`src/rtl/mimm_pkg.sv`:
```
package mimm_pkg;
    localparam int IMM_W  = 12;
    localparam int WORD_W = 32;
    localparam int BYTE_W = 8;
    localparam int ROT_W  = 5;
    localparam int LANES  = WORD_W / BYTE_W;

    typedef struct packed {
        logic [WORD_W-1:0] value;
        logic              carry;
        logic              carry_upd;
        logic              unpred;
    } mimm_res_t;

    // Replication pattern select values, taken from field[9:8]
    localparam logic [1:0] PAT_SINGLE = 2'b00;
    localparam logic [1:0] PAT_EVEN   = 2'b01;
    localparam logic [1:0] PAT_ODD    = 2'b10;
    localparam logic [1:0] PAT_ALL    = 2'b11;
endpackage

```
`src/rtl/mimm_replicate.sv`:
```
module mimm_replicate
    import mimm_pkg::*;
#(
    parameter int BW = BYTE_W,
    parameter int NL = LANES
) (
    input  logic [BW-1:0]    byte_in,
    input  logic [1:0]       pat_sel,
    output logic [BW*NL-1:0] value,
    output logic             zero_rep
);
    logic [NL-1:0] lane_en;

    generate
        for (genvar i = 0; i < NL; i++) begin : g_lane
            always_comb begin
                case (pat_sel)
                    PAT_SINGLE: lane_en[i] = (i == 0);
                    PAT_EVEN:   lane_en[i] = (i % 2 == 0);
                    PAT_ODD:    lane_en[i] = (i % 2 == 1);
                    default:    lane_en[i] = 1'b1;
                endcase
            end
            assign value[i*BW +: BW] = lane_en[i] ? byte_in : '0;
        end
    endgenerate

    // A repeating pattern that carries no nonzero byte is flagged
    assign zero_rep = (pat_sel != PAT_SINGLE) && (byte_in == '0);
endmodule

```
`src/rtl/mimm_rotate.sv`:
```
module mimm_rotate
    import mimm_pkg::*;
#(
    parameter int BW = BYTE_W,
    parameter int WW = WORD_W,
    parameter int RW = ROT_W
) (
    input  logic [BW-2:0] low_bits,
    input  logic [RW-1:0] amount,
    output logic [WW-1:0] value
);
    localparam int DW = 2 * WW;

    logic [WW-1:0] base;
    logic [DW-1:0] doubled;
    logic [DW-1:0] shifted;

    assign base    = {{(WW-BW){1'b0}}, 1'b1, low_bits};
    assign doubled = {base, base};
    assign shifted = doubled >> amount;
    assign value   = shifted[WW-1:0];
endmodule

```
`src/rtl/mimm_carry.sv`:
```
module mimm_carry (
    input  logic rot_form,
    input  logic set_flags,
    input  logic msb,
    input  logic cin,
    output logic cout,
    output logic upd
);
    always_comb begin
        upd  = rot_form & set_flags;
        cout = upd ? msb : cin;
    end
endmodule

```
`src/rtl/mimm_expand.sv`:
```
module mimm_expand
    import mimm_pkg::*;
#(
    parameter bit REG_OUT = 1'b1
) (
    input  logic              clk,
    input  logic              rst,
    input  logic [IMM_W-1:0]  imm_field,
    input  logic              carry_in,
    input  logic              set_flags,
    output logic [WORD_W-1:0] imm_value,
    output logic              carry_out,
    output logic              carry_we,
    output logic              enc_unpred
);
    mimm_res_t res_d;
    mimm_res_t res_q;

    logic              rot_form;
    logic [WORD_W-1:0] rep_val;
    logic [WORD_W-1:0] rot_val;
    logic              rep_zero;
    logic              c_out;
    logic              c_upd;
    logic [WORD_W-1:0] sel_val;

    assign rot_form = |imm_field[IMM_W-1:IMM_W-2];
    assign sel_val  = rot_form ? rot_val : rep_val;

    mimm_replicate u_rep (
        .byte_in  (imm_field[BYTE_W-1:0]),
        .pat_sel  (imm_field[BYTE_W+1:BYTE_W]),
        .value    (rep_val),
        .zero_rep (rep_zero)
    );

    mimm_rotate u_rot (
        .low_bits (imm_field[BYTE_W-2:0]),
        .amount   (imm_field[IMM_W-1:IMM_W-ROT_W]),
        .value    (rot_val)
    );

    mimm_carry u_car (
        .rot_form  (rot_form),
        .set_flags (set_flags),
        .msb       (sel_val[WORD_W-1]),
        .cin       (carry_in),
        .cout      (c_out),
        .upd       (c_upd)
    );

    always_comb begin
        res_d           = '0;
        res_d.value     = sel_val;
        res_d.carry     = c_out;
        res_d.carry_upd = c_upd;
        res_d.unpred    = ~rot_form & rep_zero;
    end

    generate
        if (REG_OUT) begin : g_reg
            always_ff @(posedge clk) begin
                if (rst) res_q <= '0;
                else     res_q <= res_d;
            end

            assert_reg_delay_R9: assert property (@(posedge clk) disable iff (rst)
                !rst |=> (res_q == $past(res_d)));
        end else begin : g_comb
            assign res_q = res_d;
        end
    endgenerate

    assign imm_value  = res_q.value;
    assign carry_out  = res_q.carry;
    assign carry_we   = res_q.carry_upd;
    assign enc_unpred = res_q.unpred;

    assert_single_R1: assert property (@(posedge clk) disable iff (rst)
        (imm_field[11:8] == 4'b0000) |-> (res_d.value == {24'b0, imm_field[7:0]}));

    assert_all_lanes_R4: assert property (@(posedge clk) disable iff (rst)
        (imm_field[11:8] == 4'b0011) |->
        (res_d.value[31:24] == imm_field[7:0] && res_d.value[15:8] == imm_field[7:0]));

    assert_rot_shape_R5: assert property (@(posedge clk) disable iff (rst)
        rot_form |-> (res_d.value > 32'd255 &&
                      $countones(res_d.value) == $countones(imm_field[6:0]) + 1));

    assert_carry_we_R6: assert property (@(posedge clk) disable iff (rst)
        res_d.carry_upd |-> (set_flags && rot_form && res_d.carry == res_d.value[31]));

    assert_carry_keep_R7: assert property (@(posedge clk) disable iff (rst)
        !res_d.carry_upd |-> (res_d.carry == carry_in));

    assert_unpred_R8: assert property (@(posedge clk) disable iff (rst)
        res_d.unpred |-> (imm_field[11:10] == 2'b00 && imm_field[9:8] != 2'b00 &&
                          imm_field[7:0] == 8'h00));
endmodule

```
`config.mk`:
```
export PLATFORM = sky130hd
export DESIGN_NAME = mimm_expand
export DESIGN_NICKNAME = d
export VERILOG_FILES = /design/src/rtl/mimm_pkg.sv /design/src/rtl/mimm_replicate.sv /design/src/rtl/mimm_rotate.sv /design/src/rtl/mimm_carry.sv /design/src/rtl/mimm_expand.sv
export SDC_FILE = /design/constraint.sdc
export NUM_CORES = 1
export LEC_CHECK = 0
export CORE_MARGIN = 4
export CORE_UTILIZATION = 40
export DETAILED_ROUTE_END_ITERATION = 7
export DONT_BUFFER_PORTS = 1
export GPL_TIMING_DRIVEN = 0
export HOLD_SLACK_MARGIN = 0.08
export SYNTH_ARGS = -nofsm -noshare
export SYNTH_HDL_FRONTEND = slang
export SYNTH_SLANG_ARGS = --single-unit
```
`constraint.sdc`:
```
create_clock -name clk -period 1.9 [get_ports clk]
set_input_delay 0.475 -clock clk [delete_from_list [all_inputs] [get_ports clk]]
set_output_delay 0.475 -clock clk [all_outputs]
set_load 0.01 [all_outputs]
```
; ---- Word level (Yosys, flattened, before mapping)
; Cells that the tools add are included.
[totals]
register_bits = 35
in_bits = 16
output_inout_bits = 35
wordCells = 22
[op_classes]
n_eq_ne = 2
shift = 1
mux = 5
bitwise = 3
reduce_logical = 7
[ops]
columns = cell, n
row1 = 40-bit by 5-bit right shift with 32-bit output, 1
row2 = 32-bit 2-to-1 mux, 1
row3 = 8-bit 2-to-1 mux, 3
row4 = 8-bit logical NOT, 1
row5 = 2-bit OR reduction, 3
row6 = 1-bit AND, 2
row7 = "2-bit by 1-bit equality test with 1-bit output, second input constant", 1
row8 = "2-bit equality test, second input constant", 1
row9 = 2-bit logical NOT, 1
row10 = 2-bit nonzero test, 1
row11 = 1-bit logical AND, 1
row12 = 1-bit 2-to-1 mux, 1
row13 = 1-bit inverter, 1

; ---- Longest topological paths before layout
; Gate-level depths: netlist (run 1).
[depth]
depth_word = 5
mapped_depth = 6
ltp_nobuf = 4

; ---- Cells and area by module
; A second synthesis (run 1) with hierarchy kept.
[unflattened]
hier_cells = 328
hier_area_um2 = 2546.2
[by_module_without_submodules]
columns = module, instances, cells_per_inst, area_each_um2, seq_area_each_um2
row1 = mimm_expand, 1, 154, 1437.6, 700.7
row2 = mimm_rotate, 1, 136, 823.3, 0.0
row3 = mimm_replicate, 1, 36, 261.5, 0.0
row4 = mimm_carry, 1, 2, 23.8, 0.0

; ---- Least setup slack after synthesis (run 1)
; Ideal clock, no wire load.
[synth_path]
path_kind = in2reg
start = in imm_field[7]
end = reg res_q, in the netlist imm_value[20]
arrival_time_ns = 1.440
t_required_ns = 1.768
path_slack_ns = 0.328
path_stages = 5
path_buffers = 1
cell_sequence = buf_6 > mux4_2 > a32o_1 > nand2_1 > a21oi_1
[synth_via]
elab_chain_len = 2
[synth_lines]
columns = item, line_no
row1 = start: declaration, mimm_expand.sv:8  ; input logic [IMM_W-1:0] imm_field,
row2 = 40-bit by 5-bit right shift with 32-bit output, mimm_rotate.sv:20  ; assign shifted = doubled >> amount;
row3 = 32-bit 2-to-1 mux, mimm_expand.sv:28  ; assign sel_val = rot_form ? rot_val : rep_val;
row4 = end signal: assignment, mimm_expand.sv:64  ; else res_q <= res_d;
row5 = end: declaration, mimm_expand.sv:17  ; mimm_res_t res_q;
; No other way between the ends.
; A chain may end at the register's enable or synchronous reset.

; ---- Worst setup path after layout (run 1)
[layout_path]
start = in imm_field[10]
end = reg res_q, in the netlist imm_value[13]
[layout_via]
elab_chain_len = 2
elab_cells_between_ends = 3
[layout_lines]
columns = item, line_no
row1 = 40-bit by 5-bit right shift with 32-bit output or 2-bit OR reduction (tied branches), "mimm_rotate.sv:20, mimm_expand.sv:27"
row2 = 32-bit 2-to-1 mux (*), mimm_expand.sv:28
; Every way passes the cells marked *; elsewhere a longest branch is shown, timed or not.

==> results.cfg, run 1 <==
[timing]
timing.final.crit_period_ns = 1.673
drv_slew = 0
setup_violations = 0
finalHoldViolations = 0
rsz0062_at_grt = false
max_freq_mhz = 597.6
final.period_utilization_pct = 88.08
relSlewSlack_pct = 50.35
tightest_slew_ns = 0.7420

[yosys]
yosys.area.top_type_share_pct = 38.92
synthFlopType = dfxtp_1
synth_compound_area_share_pct = 24.81
yosysWarnings = 0
netlist_area_sq_um = 1800
synth_top_cell_by_area = dfxtp_1
yosysSeqAreaShare_pct = 38.92
ys_seq_elements = 35
synth-edff-count = 0
yosys.area_share.simple_pct = 20.71
synth_top_family_by_area = compound AO/OA/AOI/OAI gates
synthArstFlopShare_pct = 0
synthMuxAreaShare_pct = 8.826
synth_cell_types = 48
synth_nets = 230
synth_xor_area_share_pct = 0
synthAdderAreaFrac_pct = 0
synth_cells = 214
yosys-top-cells-area = dfxtp_1, nor2_1, mux2_2
synth_area_per_cell_sq_um = 8.413

[clock_tree]
path_clk_slew_ns = 0.06
cts_resized = 0
cts_hold_buf = 0
cts_root_buffer = clkbuf_8
cts_buffers = 5
cts_max_path_buffers = 2
htree_levels = 2
cts_tree = yes
postCtsSetupBuffers = 0
cts.sinks = 35

[route]
drtAntennaViolNets = 0
num_vias = 1708
drcViolationCount = 0
wl_um = 5559
wl_per_cell_um = 20.29
vias_per_cell = 6.234
drt_first_pass_iters = 5
drt_iter0_drc = 221

[placed_design]
placedCellCount = 266
gp_congestion = 0.9826
io_buffer_count = 0
hpwlAfterDp_um = 3966

[global_routing]
grt_pass1_wl_um = 8673
grt_max_degree = 11
antenna_found_initial = 0
overflow = 0
grt_pass1_vias = 1658
track_usage_pct = 20.93

[pwr]
switchingPower_uw = 439.8
p_int_mw = 1.195
combPwrFrac_pct = 16.3
p_leak_nw = 0.7019
sequentialPowerShare_pct = 48.7
powerDensity_nw_per_um2 = 831.8
sw_frac_of_total_pct = 26.90
power.share.clock_pct = 35.0
vdd_drop_max_v = 0.0003017

[run]
drv_cap = 0

[floorplanning]
rows = 24
die_w_um = 75.09
boundaryPins = 51
initial_core_util_pct = 41.35
die_area_sq_um = 5639
die_h_um = 75.09
core_region_area_sq_um = 4354

[layout]
diodes = 0
area_growth_syn_to_layout_pct = 9.173
finalNonFillerCells = 274
final_util_pct = 45.14
multi_input_area_sq_um = 978.4
fillers = 452
nNetsFinal = 237
final_common_cell = dfxtp_1
drive_gt1_share_pct = 14.86
final_cell_mix = dfxtp_1, nor2_1, nand2_1
seq_area_sq_um = 700.7

[critical_path]
cp_max_fo = 10
worstPathRequired_ns = 2.08
cp-end-kind = flop
critPathKind = input pin to flop
start_kind = input pin
arrival_ns = 1.85

[hold_path]
hp-class = input pin to flop

[run_status]
status = complete, no violations
[routing by layer]
layer | GRT usage, % | vias up | wire [um]
li1 | - | 804 | -
met1 | 27.67 | 785 | 2287
met2 | 31.14 | 102 | 2534
met3 | 5.474 | 17 | 608
met4 | 10.87 | 0 | 128
met5 | 0 | - | 0
[cell usage after synthesis (3+ instances only)]
cell type,n
a21oi_1,11
a22oi_1,6
a31oi_1,3
a32oi_1,6
and2_1,3
buf_2,9
clkbuf_1,9
dfxtp_1,35
inv_1,5
mux2_2,6
mux2i_1,4
nand2_1,17
nand2b_1,5
nand3_1,11
nor2_1,19
nor2b_1,4
nor3_1,4
o21ai_0,5
o22ai_1,9
o31ai_1,3
o32ai_1,3
or2_2,4
or3_1,3
[final timing paths]
check,from,endpoint,slack [ns],cells after the start
min,imm_field[6],imm_value[6],0.30,2
max,imm_field[10],imm_value[13],0.23,4
[stage by stage]
step / setup TNS (ns) / power [mW] / setup WS (ns) / instance area (sq um) / hold slack (ns)
2_1_floorplan: 0 / 1.008 / 0.3277 / 1800 / 0.5835
6_report: 0 / 1.635 / 0.2266 / 1966 / 0.3016
3_5_place_dp: -0.005301 / 1.074 / -0.005301 / 1866 / 0.5937
4_1_cts: 0 / 1.648 / 0.2906 / 1966 / 0.2943
3_3_place_gp: 0 / 1.073 / 0.003359 / 1866 / 0.5957
5_1_grt: 0 / 1.706 / 0.09637 / 1966 / 0.3079
[state kept, by name (all words and copies together) (netlist names)]
register and count:
imm_value 32, carry_out 1, carry_we 1, enc_unpred 1
[critical path: stages]
cell,delay [ns]
clkbuf_1,0.22
nor2_1,0.65
a32oi_1,0.20
o32ai_1,0.31
[cell families (layout without fill, tap and decap cells)]
| group | count (synthesis) | after routing |
|---|---|---|
| mux | 13 | 13 |
| compound gates | 63 | 63 |
| buf+inv | 27 | 35 |
| flops | 35 | 35 |
| simple gates | 76 | 76 |
[layout make-up]
class,count,share of cell area [%]
flip-flops and latches,35,35.65
plain buffers,22,5.220
well taps,52,3.310
clock buffers,8,5.092
multi-input cells,152,49.78
inverters,5,0.9548
[power groups by stage]
stage	logic (mW)	registers (mW)	clock network, mW
floorplan	0.198	0.810	0
global placement	0.260	0.814	0
detailed placement	0.260	0.814	0
CTS	0.261	0.797	0.589
global route	0.290	0.799	0.617
finish	0.267	0.796	0.572
Note: power is estimated with default switching activity, not from simulation.
==> run 2, diff against run 1 <==
--- a/config.mk
+++ b/config.mk
@@ -11,6 +11,7 @@
 export DONT_BUFFER_PORTS = 1
 export GPL_TIMING_DRIVEN = 0
 export HOLD_SLACK_MARGIN = 0.08
+export SLEW_MARGIN = 20
 export SYNTH_ARGS = -nofsm -noshare
 export SYNTH_HDL_FRONTEND = slang
 export SYNTH_SLANG_ARGS = --single-unit
==> constraint.sdc (replaced) <==
create_clock -name clk -period 1.55 [get_ports clk]
set_input_delay 0.31 -clock clk [delete_from_list [all_inputs] [get_ports clk]]
set_output_delay 0.31 -clock clk [all_outputs]
set_load 0.01 [all_outputs]
==> results.cfg, run 2 (same netlist as run 1, synthesis figures left out) <==
[run_status]
status = complete, no violations

[timing]
tightest_slew_ns = 0.6889
timing.final.crit_period_ns = 1.455
rsz0062_at_grt = false
drv_slew = 0
relSlewSlack_pct = 53.98
setup_violations = 0
max_freq_mhz = 687.4
setup_ws_ns = 0.09520
finalHoldViolations = 0
final.period_utilization_pct = 93.86

[layout]
drive_gt1_share_pct = 15.32
seq_area_sq_um = 700.7
area_growth_syn_to_layout_pct = 9.312
largest_reg_flops = 32
finish.instance_area_sq_um = 1968
fillers = 451
final_cell_mix = dfxtp_1, nor2_1, nand2_1
multi_input_area_sq_um = 980.9
final_common_cell = dfxtp_1
final_util_pct = 45.20
nNetsFinal = 237
diodes = 0

[placed_design]
io_buffer_count = 0
gp_congestion = 0.9826
post_dp_cell_area_sq_um = 1866
post-place-ws_ns = -0.1903
hpwlAfterDp_um = 3966

[clock_tree]
cts_max_path_buffers = 2
cts_root_buffer = clkbuf_8
cts_tree = yes
cts_hold_buf = 0
htree_levels = 2
postCtsSetupBuffers = 0
cts_buffers = 5
cts.sinks = 35
cts_resized = 0
path_clk_slew_ns = 0.06

[pwr]
power_mw = 2.006
p_leak_nw = 0.7018
vdd_drop_max_v = 0.0003699
powerDensity_nw_per_um2 = 1019

[global_routing]
overflow = 0
track_usage_pct = 20.93
grt_max_degree = 11
grt_pass1_wl_um = 8673
antenna_found_initial = 0
grt_pass1_vias = 1658

[floorplanning]
die_w_um = 75.09
die_h_um = 75.09
rows = 24
initial_core_util_pct = 41.35
core_region_area_sq_um = 4354
die_area_sq_um = 5639
boundaryPins = 51

[route]
wl_per_cell_um = 20.46
drt_first_pass_iters = 5
num_vias = 1703
drt_iter0_drc = 217
drtAntennaViolNets = 0
drcViolationCount = 0
vias_per_cell = 6.215
wl_um = 5606

[run]
drv_cap = 0

[critical_path]
cp_max_fo = 10
arrival_ns = 1.61
worstPathRequired_ns = 1.71
critPathKind = input pin to flop
start_kind = input pin
cp-end-kind = flop

[hold_path]
hp-class = input pin to flop
[run 2: changes by cell type in the layout (fill, tap and decap cells not counted)]
cell,delta
nor2_2,+1
nor2_1,-1
[run 2: final timing paths]
path | startpoint | endpoint | slack [ns] | cells past startpoint
worst max-delay path | imm_field[7] | imm_value[22] | 0.1 | 5
worst min-delay path | imm_field[6] | imm_value[6] | 0.14 | 2
[run 2: layout make-up]
type / count / area share [%]
buffer: 22 / 5.213
clock buffer: 8 / 5.086
inverter: 5 / 0.9536
multi-input combinational: 152 / 49.84
sequential: 35 / 35.60
tap: 52 / 3.306
[run 2: layer usage]
layer / share of wire, % / wire, um / vias up / GRT usage [%]
met5: 0 / 0 / - / 0
met4: 2.4 / 132 / 0 / 10.87
met3: 12 / 674 / 16 / 5.474
met1: 40 / 2248 / 770 / 27.67
li1: - / - / 804 / -
met2: 45 / 2550 / 113 / 31.14
[run 2: report_power, final]
group	internal, mW	switching (mW)
clock	0.405	0.297
sequential	0.942	0.0342
combinational	0.119	0.210
total	1.47	0.541
[run 2: critical path, cell delays in order]
cell and delay, ns:
buf_6 0.13, mux2i_1 0.37, a2bb2oi_1 0.27, a21boi_0 0.39
o22ai_1 0.15
[run 2: stage by stage]
| stage | cells | hold slack, ns | setup TNS (ns) |
|---|---|---|---|
| 2_1_floorplan | 214 | 0.4185 | 0 |
| 3_3_place_gp | 266 | 0.4307 | -1.586 |
| 3_5_place_dp | 266 | 0.4287 | -1.689 |
| 4_1_cts | 274 | 0.1293 | 0 |
| 5_1_grt | 274 | 0.1429 | 0 |
| 6_report | 274 | 0.1361 | 0 |
